`config.mk`:
```
export PLATFORM = sky130hd
export DESIGN_NAME = coh_upd_line_ctrl
export DESIGN_NICKNAME = d
export VERILOG_FILES = /design/src/rtl/coh_upd_pkg.sv /design/src/rtl/coh_upd_snoop_resp.sv /design/src/rtl/coh_upd_cpu_seq.sv /design/src/rtl/coh_upd_pend_buf.sv /design/src/rtl/coh_upd_line_ctrl.sv
export SDC_FILE = /design/constraint.sdc
export NUM_CORES = 1
export LEC_CHECK = 0
export CAP_MARGIN = 20
export CORE_AREA = 2 2 80 82
export DETAILED_ROUTE_END_ITERATION = 10
export DIE_AREA = 0 0 82 84
export DONT_BUFFER_PORTS = 1
export HOLD_SLACK_MARGIN = 0.03
export SLEW_MARGIN = 20
export SYNTH_ARGS = -nofsm -noshare
export SYNTH_HDL_FRONTEND = slang
export SYNTH_SLANG_ARGS = --single-unit
```
`constraint.sdc`:
```
create_clock -name clk -period 6.3 [get_ports clk]
set_input_delay 1.575 -clock clk [delete_from_list [all_inputs] [get_ports clk]]
set_output_delay 1.575 -clock clk [all_outputs]
set_load 0.005 [all_outputs]
```
`src/rtl/coh_upd_pkg.sv`:
```
package coh_upd_pkg;

    typedef enum logic [2:0] {
        LS_INV   = 3'd0,
        LS_EXCL  = 3'd1,
        LS_SHCLN = 3'd2,
        LS_SHOWN = 3'd3,
        LS_DIRTY = 3'd4
    } line_st_e;

    typedef enum logic [2:0] {
        CPU_NONE    = 3'd0,
        CPU_RD_HIT  = 3'd1,
        CPU_WR_HIT  = 3'd2,
        CPU_RD_MISS = 3'd3,
        CPU_WR_MISS = 3'd4,
        CPU_EVICT   = 3'd5
    } cpu_op_e;

    typedef enum logic [1:0] {
        BUS_IDLE = 2'd0,
        BUS_RD   = 2'd1,
        BUS_UPD  = 2'd2,
        BUS_WB   = 2'd3
    } bus_cmd_e;

    typedef enum logic [1:0] {
        SNP_NONE = 2'd0,
        SNP_RD   = 2'd1,
        SNP_UPD  = 2'd2
    } snp_cmd_e;

    typedef enum logic {
        PH_IDLE   = 1'b0,
        PH_WM_UPD = 1'b1
    } phase_e;

    typedef struct packed {
        line_st_e nxt;
        bus_cmd_e cmd;
        logic     use_pend;
        logic     load_pend;
        phase_e   ph;
    } cpu_dec_t;

    typedef struct packed {
        line_st_e nxt;
        logic     shared;
        logic     flush;
        logic     merge;
    } snp_dec_t;

    function automatic logic st_present(line_st_e s);
        return s != LS_INV;
    endfunction

    function automatic logic st_owner(line_st_e s);
        return (s == LS_SHOWN) || (s == LS_DIRTY);
    endfunction

    function automatic logic st_shared(line_st_e s);
        return (s == LS_SHCLN) || (s == LS_SHOWN);
    endfunction

endpackage

```
`src/rtl/coh_upd_snoop_resp.sv`:
```
module coh_upd_snoop_resp
    import coh_upd_pkg::*;
(
    input  line_st_e st,
    input  snp_cmd_e scmd,
    input  logic     en,
    output snp_dec_t dec
);
    always_comb begin
        dec.nxt    = st;
        dec.shared = 1'b0;
        dec.flush  = 1'b0;
        dec.merge  = 1'b0;
        if (en) begin
            unique case (scmd)
                SNP_RD: begin
                    dec.shared = st_present(st);
                    dec.flush  = st_owner(st);
                    if (st == LS_DIRTY) dec.nxt = LS_SHOWN;
                    if (st == LS_EXCL)  dec.nxt = LS_SHCLN;
                end
                SNP_UPD: begin
                    if (st_shared(st)) begin
                        dec.merge  = 1'b1;
                        dec.shared = 1'b1;
                        dec.nxt    = LS_SHCLN;
                    end
                end
                default: ;
            endcase
        end
    end
endmodule

```
`src/rtl/coh_upd_cpu_seq.sv`:
```
module coh_upd_cpu_seq
    import coh_upd_pkg::*;
(
    input  line_st_e st,
    input  phase_e   ph,
    input  cpu_op_e  op,
    input  logic     go,
    input  logic     shared_in,
    output cpu_dec_t dec
);
    always_comb begin
        dec.nxt       = st;
        dec.cmd       = BUS_IDLE;
        dec.use_pend  = 1'b0;
        dec.load_pend = 1'b0;
        dec.ph        = PH_IDLE;
        if (ph == PH_WM_UPD) begin
            dec.cmd      = BUS_UPD;
            dec.use_pend = 1'b1;
            dec.nxt      = LS_SHOWN;
        end else if (go) begin
            unique case (op)
                CPU_WR_HIT: begin
                    if (st == LS_EXCL || st == LS_DIRTY) begin
                        dec.nxt = LS_DIRTY;
                    end else if (st_shared(st)) begin
                        dec.cmd = BUS_UPD;
                        dec.nxt = shared_in ? LS_SHOWN : LS_DIRTY;
                    end
                end
                CPU_RD_MISS: begin
                    if (st == LS_INV) begin
                        dec.cmd = BUS_RD;
                        dec.nxt = shared_in ? LS_SHCLN : LS_EXCL;
                    end
                end
                CPU_WR_MISS: begin
                    if (st == LS_INV) begin
                        dec.cmd = BUS_RD;
                        if (shared_in) begin
                            dec.nxt       = LS_SHOWN;
                            dec.ph        = PH_WM_UPD;
                            dec.load_pend = 1'b1;
                        end else begin
                            dec.nxt = LS_DIRTY;
                        end
                    end
                end
                CPU_EVICT: begin
                    if (st_owner(st)) dec.cmd = BUS_WB;
                    dec.nxt = LS_INV;
                end
                default: ;
            endcase
        end
    end
endmodule

```
`src/rtl/coh_upd_pend_buf.sv`:
```
module coh_upd_pend_buf #(
    parameter int OFF_W  = 3,
    parameter int DATA_W = 32
) (
    input  logic              clk,
    input  logic              rst,
    input  logic              load,
    input  logic [OFF_W-1:0]  off_in,
    input  logic [DATA_W-1:0] data_in,
    output logic [OFF_W-1:0]  off_q,
    output logic [DATA_W-1:0] data_q
);
    always_ff @(posedge clk) begin
        if (rst) begin
            off_q  <= '0;
            data_q <= '0;
        end else if (load) begin
            off_q  <= off_in;
            data_q <= data_in;
        end
    end
endmodule

```
`src/rtl/coh_upd_line_ctrl.sv`:
```
module coh_upd_line_ctrl
    import coh_upd_pkg::*;
#(
    parameter  int WORDS_PER_LINE = 8,
    parameter  int DATA_W         = 32,
    localparam int OFF_W          = $clog2(WORDS_PER_LINE)
) (
    input  logic              clk,
    input  logic              rst,
    input  logic [2:0]        cpu_op,
    input  logic [OFF_W-1:0]  cpu_off,
    input  logic [DATA_W-1:0] cpu_data,
    output logic              cpu_busy,
    output logic [1:0]        bus_cmd,
    output logic [OFF_W-1:0]  bus_off,
    output logic [DATA_W-1:0] bus_data,
    input  logic              bus_shared_in,
    input  logic [1:0]        snp_cmd,
    input  logic [OFF_W-1:0]  snp_off,
    input  logic [DATA_W-1:0] snp_data,
    output logic              snp_shared_out,
    output logic              snp_flush,
    output logic              merge_en,
    output logic [OFF_W-1:0]  merge_off,
    output logic [DATA_W-1:0] merge_data,
    output logic [2:0]        line_state
);
    line_st_e          st_q, st_d;
    phase_e            ph_q;
    cpu_dec_t          cdec;
    snp_dec_t          sdec;
    logic              snoop_act, cpu_go;
    logic [OFF_W-1:0]  pend_off;
    logic [DATA_W-1:0] pend_data;
    cpu_op_e           op_e;
    snp_cmd_e          scmd_e;

    assign op_e      = cpu_op_e'(cpu_op);
    assign scmd_e    = snp_cmd_e'(snp_cmd);
    assign snoop_act = (ph_q == PH_IDLE) && (scmd_e != SNP_NONE);
    assign cpu_busy  = (ph_q != PH_IDLE) || (scmd_e != SNP_NONE);
    assign cpu_go    = !cpu_busy && (op_e != CPU_NONE);

    coh_upd_snoop_resp u_snoop (
        .st   (st_q),
        .scmd (scmd_e),
        .en   (snoop_act),
        .dec  (sdec)
    );

    coh_upd_cpu_seq u_seq (
        .st        (st_q),
        .ph        (ph_q),
        .op        (op_e),
        .go        (cpu_go),
        .shared_in (bus_shared_in),
        .dec       (cdec)
    );

    coh_upd_pend_buf #(.OFF_W(OFF_W), .DATA_W(DATA_W)) u_pend (
        .clk     (clk),
        .rst     (rst),
        .load    (cdec.load_pend),
        .off_in  (cpu_off),
        .data_in (cpu_data),
        .off_q   (pend_off),
        .data_q  (pend_data)
    );

    assign st_d = snoop_act ? sdec.nxt : cdec.nxt;

    always_ff @(posedge clk) begin
        if (rst) begin
            st_q <= LS_INV;
            ph_q <= PH_IDLE;
        end else begin
            st_q <= st_d;
            ph_q <= snoop_act ? PH_IDLE : cdec.ph;
        end
    end

    always_comb begin
        bus_off  = '0;
        bus_data = '0;
        if (cdec.cmd == BUS_UPD) begin
            bus_off  = cdec.use_pend ? pend_off  : cpu_off;
            bus_data = cdec.use_pend ? pend_data : cpu_data;
        end
    end

    assign bus_cmd        = cdec.cmd;
    assign snp_shared_out = sdec.shared;
    assign snp_flush      = sdec.flush;
    assign merge_en       = sdec.merge;
    assign merge_off      = sdec.merge ? snp_off  : '0;
    assign merge_data     = sdec.merge ? snp_data : '0;
    assign line_state     = st_q;
endmodule

```
# After elaboration in Yosys (flattened, before gate mapping)
# Index checks and enable logic that the tools add are counted.
# word_totals
elab_cells	72
inputBits	78
mem_count	0
ff_bits	39
output_inout_bits	79
latch_bits	0
ram_bits	0
rom_bits	0
# classes
mul	0
n_mux	32
magnitude_cmp	0
div_mod_pow	0
reduce_logical	15
n_shift	0
bitwise	4
addsub	0
n_eq_ne	17
# op_table
cell	n
two-way mux 32 bit	3
two-way mux 5 bit	5
two-way mux 3 bit	8
one-hot mux 5 bit (4 select lines)	1
two-way mux 2 bit	8
equality test 3 x 2 -> 1 bit (second input constant)	4
equality test 3 bit (second input constant)	3
nonzero test 3 bit	3
inequality test 4 x 3 -> 1 bit (second input constant)	2
one-hot mux 4 bit (2 select lines)	1
AND reduction 8 bit	1
two-way mux 6 bit	1
nonzero test 6 bit	1
OR reduction 6 bit	1
inequality test 5 x 3 -> 1 bit (second input constant)	1
equality test 2 bit (second input constant)	2
logical OR 1 bit	4
two-way mux 1 bit	4
two-way mux 4 bit	1
inequality test 4 x 2 -> 1 bit (second input constant)	1
NOT 1 bit	4
equality test 3 x 1 -> 1 bit (second input constant)	1
zero test 3 bit	1
inequality test 3 x 1 -> 1 bit (second input constant)	1
5 further kinds	6

# Longest topological paths before layout
# Gate-level depths: netlist of the first run.
# logic_depth
ltp_word	9
ltp_mapped	9
mapped_depth_nobuf	7

# Hierarchy
# Synthesis of the first run repeated with hierarchy kept, for this count alone.
# unflattened
cells_unflattened	331
area_unflattened_um2	2817.7
# modules_own_cells
module	instances	area_per_inst_um2	cells_each	seq_area_each_um2
coh_upd_pend_buf	1	1272.5	113	700.7
coh_upd_line_ctrl	1	1007.2	136	80.1
coh_upd_cpu_seq	1	364.1	55	0.0
coh_upd_snoop_resp	1	173.9	27	0.0

# Worst setup path before layout of the first run
# Ideal clock, no wire load.
# synth_path
kind	input-to-output
from	in snp_cmd[0]
to	out bus_data[10]
t_required_ps	4725
n_path_buf	2
stages	9
arrival_time_ps	2957
path_slack_ps	1768
cell_sequence	inv_1 ha_1 nor2b_1 clkbuf_1 nand2_1 nand2_1 buf_2 nand3_1 nor2_1
# synth_via
elab_chain_len	8
# synth_rtl
item	line	text
start: declaration	coh_upd_line_ctrl.sv:18	input logic [1:0] snp_cmd,
nonzero test 2 bit	coh_upd_line_ctrl.sv:41	assign cpu_busy = (ph_q != PH_IDLE) || (scmd_e != SNP_NONE);
logical OR 1 bit	coh_upd_line_ctrl.sv:41	
zero test 1 bit	coh_upd_line_ctrl.sv:42	assign cpu_go = !cpu_busy && (op_e != CPU_NONE);
logical AND 1 bit	coh_upd_line_ctrl.sv:42	
two-way mux 5 bit	coh_upd_cpu_seq.sv:21	end else if (go) begin
two-way mux 5 bit	coh_upd_cpu_seq.sv:17	if (ph == PH_WM_UPD) begin
equality test 2 bit	coh_upd_line_ctrl.sv:85	if (cdec.cmd == BUS_UPD) begin
two-way mux 32 bit	coh_upd_line_ctrl.sv:85	
end: declaration	coh_upd_line_ctrl.sv:16	output logic [DATA_W-1:0] bus_data,
# No other way between the ends. The select of a mux whose other input is x is not followed.

# Final worst setup path of the first run
# layout_path
from	in snp_cmd[0]
to	out bus_data[31]
# layout_via
elab_chain_len	8
# layout_rtl
item	line	text
nonzero test 2 bit	coh_upd_line_ctrl.sv:41	
logical OR 1 bit	coh_upd_line_ctrl.sv:41	
zero test 1 bit	coh_upd_line_ctrl.sv:42	
logical AND 1 bit	coh_upd_line_ctrl.sv:42	
two-way mux 5 bit	coh_upd_cpu_seq.sv:21	
two-way mux 5 bit	coh_upd_cpu_seq.sv:17	
net bus_cmd[0]	coh_upd_line_ctrl.sv:14	output logic [1:0] bus_cmd,
equality test 2 bit	coh_upd_line_ctrl.sv:85	
two-way mux 32 bit	coh_upd_line_ctrl.sv:85	
# The timed path passes the listed nets, and every way through them passes these cells. The select of a mux whose other input is x is not followed.

==> run summary, run 1 <==
Data required, critical path: 4720 ps
final instance area: 3020 um2
leakage power: 1.04 nW
RSZ-0062 raised after global routing: no
Post-Place Setup Slack: 1120 ps
EDFF count, synth: 0
chip width: 82 um
row count: 29
Synth Area in Simple Gates: 36.2%
mux contribution to synthesized area: 13.6%
adder-cell share of the synthesized area: 1.27%
Post-CTS Hold Buffers: 0
Port Buffer Count: 0
Synth-to-Final Area Change: 1.90%
antenna cell count: 0
Clock transition at path regs: 80 ps
arrival time at the worst endpoint: 3650 ps
setup ws final: 1080 ps
wire length per cell: 17.0 um
commonest cells in the netlist: nand2_1 (74), dfxtp_1 (39), a21oi_1 (37), and2_1 (36), mux2_2 (35)
DIE AREA: 6890 um2
Bufs on Longest Clock Path: 2
max cap viols: 0
Tightest Pin Transition: 1070 ps
ys flop type: dfxtp_1
synthesized area per cell: 7.55 um2
H-tree Lvls: 2
Die Span Y: 84 um
HP Class: flip-flop to flip-flop
RePlAce Congestion: 0.926
Post-CTS Setup Repair Bufs: 0
top-level I/O count: 157
root buffer cell: clkbuf_8
crit share post-route: 82.9%
CTS tree: done
synth warn: 0
unique cell type count in the Yosys netlist: 47
Final Hold Viols: 0
Initial Utilization: 48.6%
gr ovfl total: 0
Post-Synthesis Cell Area: 2970 um2
detailed placer's ending HPWL: 5.35 mm
Final Setup Violations: 0
Post-Syn Instances: 393
Clock Latency Late Sink: 290 ps
FF+latch count, synth: 39
Setup TNS Final: 0 ps
Compound-Gate Fraction of Synth Area: 14.4%
Synth Area in XOR/XNOR: 0.591%
vias per cell: 5.79
share of layout cells above drive strength 1: 20.6%
Worst Setup Start Kind: input port
largest net degree at the start of global routing: 43
Max Slew Vio Count: 0
FMAX: 192 MHz
largest family of logic cells by synthesized area: simple AND/OR/NAND/NOR gates
Post-route DRC: 0
DR vias: 2613
WS Path Type: input port to output port
register area share after synthesis: 26.3%
drt total wl: 7.66 mm
run status: finished, final reports clean
cell accounting for the most synthesized area: dfxtp_1
Post-synth ARST share: 0%
Final min period: 5220 ps
maximum vdd drop: 115 uV
top-area cell type share of the netlist area: 26.3%
core area: 6100 um2
first-pass GRT wire length: 11.3 mm
Util after Layout: 49.6%
CP max FO: 25
Detailed Routing Iterations Pass 1: 4
CTS buffer count: 5
fin nets: 454
Power Dens Cells: 158 nW/um2
Mapped Nets: 474
count leader, synth: nand2_1
top cells by area, synth: dfxtp_1 (26%), mux2_2 (13%), nand2_1 (9.4%), and2_1 (7.6%), a21oi_1 (6.2%)
DR iter-0 viols: 104
post-cts sizing count: 0
number of global-route vias before repair: 2281
placed cell areas: 2930 um2
worst clock skew: 5.38 ps
DRT antenna net count: 0
total track usage: 20.6%
endpoint class of the critical path: output port
initial antenna violation count: 0
relative slew slack: 28.7%
CTS sink count: 39
power breakdown:
group / internal [mW] / switching (mW)
Combinational: 0.0250 / 0.0314
Sequential: 0.249 / 0.00537
Clock: 0.0775 / 0.0898
flip-flops by register name, summed over array words and instances (netlist names):
register       flops
u_pend.data_q     32
ph_q               1
u_pend.off_q       3
line_state         3
logic make-up (layout without fill, tap and decap cells):
logic type               after synthesis  count (layout)
AND/OR/NAND/NOR                      207             207
AO/OA/AOI/OAI                         62              62
buffers and inverters                 44              25
flip-flops                            39              39
multiplexers                          36              36
adder cells (fa/ha/maj)                3               3
XOR/XNOR                               2               2
layout by cell type, fill, tap and decap left out, types with 4 or more instances in the layout:
| master | instances |
|---|---|
| buf_4 | 6 |
| nand2_1 | 74 |
| nand3_1 | 27 |
| clkbuf_8 | 5 |
| o21ai_0 | 6 |
| and2_1 | 36 |
| nand3_2 | 10 |
| nand4_1 | 4 |
| dfxtp_1 | 38 |
| a21oi_1 | 37 |
| mux2_2 | 35 |
| inv_1 | 11 |
| nor2_1 | 29 |
| nor2_2 | 10 |
worst paths after layout:
path	cells past startpoint	slack, ps	to	startpoint
hold reg to reg	2	450	u_pend.data_q[26]$_SDFFE_PP0P_	u_pend.data_q[26]$_SDFFE_PP0P_
setup reg to reg	5	3670	u_pend.data_q[14]$_SDFFE_PP0P_	ph_q$_SDFF_PP0_
setup / recovery	7	1080	bus_data[31]	snp_cmd[0]
hold / removal	2	450	u_pend.data_q[26]$_SDFFE_PP0P_	u_pend.data_q[26]$_SDFFE_PP0P_
stage by stage:
step / power, mW / hold WS (ps) / std cells
global placement: 0.315 / 432 / 443
CTS: 0.484 / 450 / 451
detailed placement: 0.315 / 438 / 443
finish: 0.478 / 448 / 451
global route: 0.498 / 464 / 451
floorplan: 0.312 / 433 / 393
layout make-up:
| type | instances | area, um2 |
|---|---|---|
| clock buffers | 6 | 72.6 |
| clock inverters | 2 | 12.5 |
| fillers | 596 | 3070 |
| inverters | 11 | 41.3 |
| multi-input cells | 310 | 1970 |
| flip-flops and latches | 39 | 782 |
| well taps | 77 | 96.3 |
| repair buffers | 6 | 45.0 |
layer usage:
layer	up-vias	share of wire [%]	GRT usage, %
met4	0	0.38	4.24
met5	-	0	0
met2	89	44	30.6
li1	1291	-	-
met1	1231	46	28.8
met3	2	9.6	7.14
worst max-delay path: stages:
cell and delay (ps):
inv_1 60, ha_1 310, nor2b_1 440, nand2_1 220
a21oi_4 620, buf_4 330, nor2_1 80
Power figures use the tool's default switching activity.
==> run 2: changes to the inputs <==
clock period = 5.3 ns   (was 6.3 ns; I/O delays follow)
==> run 2 against run 1 <==
Sequential share of layout area is 0.18 points lower. Sequential power is 19% higher. Non-clock buffer count is 2 higher. Critical path type unchanged. Largest cell class unchanged. Largest power group unchanged. Highest routed layer unchanged.
==> run summary, run 2 (same netlist as run 1, synthesis figures left out) <==
arrival time at the worst endpoint: 3240 ps (was 3650 ps)
Largest Register: u_pend.data_q (unchanged)
crit share post-route: 86.2%
total track usage: 21.4% (was 20.6%)
Setup TNS Final: 0 ps (unchanged)
Data required, critical path: 3970 ps (was 4720 ps)
Clock transition at path regs: 80 ps (about the same)
Tightest Pin Transition: 544 ps (was 1070 ps)
Post-CTS Setup Repair Bufs: 0 (unchanged)
Worst Hold Path Cells: 2 (unchanged)
RePlAce Congestion: 0.922 (was 0.926)
Port Buffer Count: 0 (unchanged)
share of layout cells above drive strength 1: 21.0% (was 20.6%)
HP Class: flip-flop to flip-flop (unchanged)
slowest stage delay, CP: 480 ps (was 620 ps)
first-pass GRT wire length: 11.5 mm (was 11.3 mm)
Multi-input gate area: 1970 um2 (about the same)
wire length per cell: 16.6 um (was 17.0 um)
chip width: 82 um (unchanged)
drt total wl: 7.53 mm (was 7.66 mm)
Hold Path Origin: u_pend.data_q[18]$_SDFFE_PP0P_ (was u_pend.data_q[26]$_SDFFE_PP0P_)
initial antenna violation count: 0 (unchanged)
fin nets: 456 (was 454)
final instance area: 3040 um2 (was 3020 um2)
Sequential Area: 782 um2 (unchanged)
run status: finished, final reports clean (unchanged)
Final Hold Viols: 0 (unchanged)
placed cell areas: 2960 um2 (was 2930 um2)
worst r2r src: ph_q$_SDFF_PP0_ (unchanged)
Detailed Routing Iterations Pass 1: 4 (unchanged)
Final min period: 4570 ps
largest net degree at the start of global routing: 42 (was 43)
commonest cells after routing, fill and taps aside: nand2_1 (74), dfxtp_1 (38), a21oi_1 (37) (unchanged)
leakage power: 1.06 nW (was 1.04 nW)
fillers: 630 (was 596)
vias per cell: 5.68 (was 5.79)
DR iter-0 viols: 129 (was 104)
RSZ-0062 raised after global routing: no (unchanged)
R2R depth: 5 (unchanged)
core area: 6100 um2 (unchanged)
Synth-to-Final Area Change: 2.62% (was 1.90%)
relative slew slack: 63.7% (was 28.7%)
WS Path Type: input port to output port (unchanged)
hold_ws: 448 ps (about the same)
Power Dens Cells: 188 nW/um2 (was 158 nW/um2)
max reg flops: 32 (unchanged)
Post-route DRC: 0 (unchanged)
Die Span Y: 84 um (unchanged)
maximum vdd drop: 155 uV (was 115 uV)
Bufs on Longest Clock Path: 2 (unchanged)
Final Setup Violations: 0 (unchanged)
antenna cell count: 0 (unchanged)
number of global-route vias before repair: 2248 (was 2281)
DIE AREA: 6890 um2 (unchanged)
row count: 29 (unchanged)
Clock Latency Late Sink: 290 ps (about the same)
gr ovfl total: 0 (unchanged)
setup ws final: 733 ps (was 1080 ps)
worst clock skew: 5.23 ps (was 5.38 ps)
commonest non-fill, non-tap cell in the layout: nand2_1 (unchanged)
DRT antenna net count: 0 (unchanged)
Max Slew Vio Count: 0 (unchanged)
crit-path cells: inv_1, ha_1, nor2b_1, nand2_1, a21oi_4, buf_4, nor2_1 (unchanged)
Post-CTS Hold Buffers: 0 (unchanged)
detailed placer's ending HPWL: 5.28 mm (was 5.35 mm)
CTS tree: done (unchanged)
top-level I/O count: 157 (unchanged)
CTS sink count: 39 (unchanged)
Initial Utilization: 48.6% (unchanged)
CTS buffer count: 5 (unchanged)
FMAX: 219 MHz
Post-Place Setup Slack: 752 ps (was 1120 ps)
Worst Setup Start Kind: input port (unchanged)
root buffer cell: clkbuf_8 (unchanged)
CP max FO: 19 (was 25)
Crit. Startpoint: snp_cmd[0] (unchanged)
endpoint class of the critical path: output port (unchanged)
CP max-delay cell: a21oi_4 (unchanged)
post-cts sizing count: 0 (unchanged)
H-tree Lvls: 2 (unchanged)
DR vias: 2572 (was 2613)
max cap viols: 0 (unchanged)
## run 2: cell count changes in the layout (fill, tap and decap cells not counted)
cell / change
buf_12: +1
buf_4: +1
nor3_2: +1
nor3_4: -1
## run 2: layer usage
metal / GRT usage (%) / share of wire (%)
met4: 5.61 / 1.0
met5: 0 / 0
met2: 29.7 / 44
met1: 31.7 / 47
met3: 6.71 / 8.2
## run 2: power breakdown
group	internal, mW	switching (mW)
Clock	0.0921	0.109
Combinational	0.0306	0.0376
Sequential	0.296	0.00557
Total	0.418	0.153
## run 2: final cells by class
cell class | instances | share of cell area, %
Tap cell | 77 | 3.17
Clock inverter | 2 | 0.411
Inverter | 11 | 1.36
Timing Repair Buffer | 8 | 2.38
Multi-Input combinational cell | 310 | 64.6
Clock buffer | 6 | 2.38
Sequential cell | 39 | 25.7
## run 2: final timing paths
check                                   endpoint  slack, ps
setup / recovery                    bus_data[18]        730
hold / removal    u_pend.data_q[18]$_SDFFE_PP0P_        450
setup reg to reg      line_state[0]$_SDFFE_PP0P_       3360
hold reg to reg   u_pend.data_q[18]$_SDFFE_PP0P_        450
## run 2: metrics by stage
stage / total power [mW] / utilization, % / cells
5_1_grt: 0.606 / 49.9 / 453
4_1_cts: 0.581 / 49.9 / 453
3_3_place_gp: 0.376 / 48.5 / 445
2_1_floorplan: 0.371 / - / 393
6_report: 0.571 / 49.9 / 453
3_5_place_dp: 0.376 / 48.5 / 445
## run 2: critical path, delay by kind of cell
kind	cells	cell delay, ps
AO/OA/AOI/OAI	1	480
buffers and inverters	2	370
adder cells (fa/ha/maj)	1	280
AND/OR/NAND/NOR	3	780
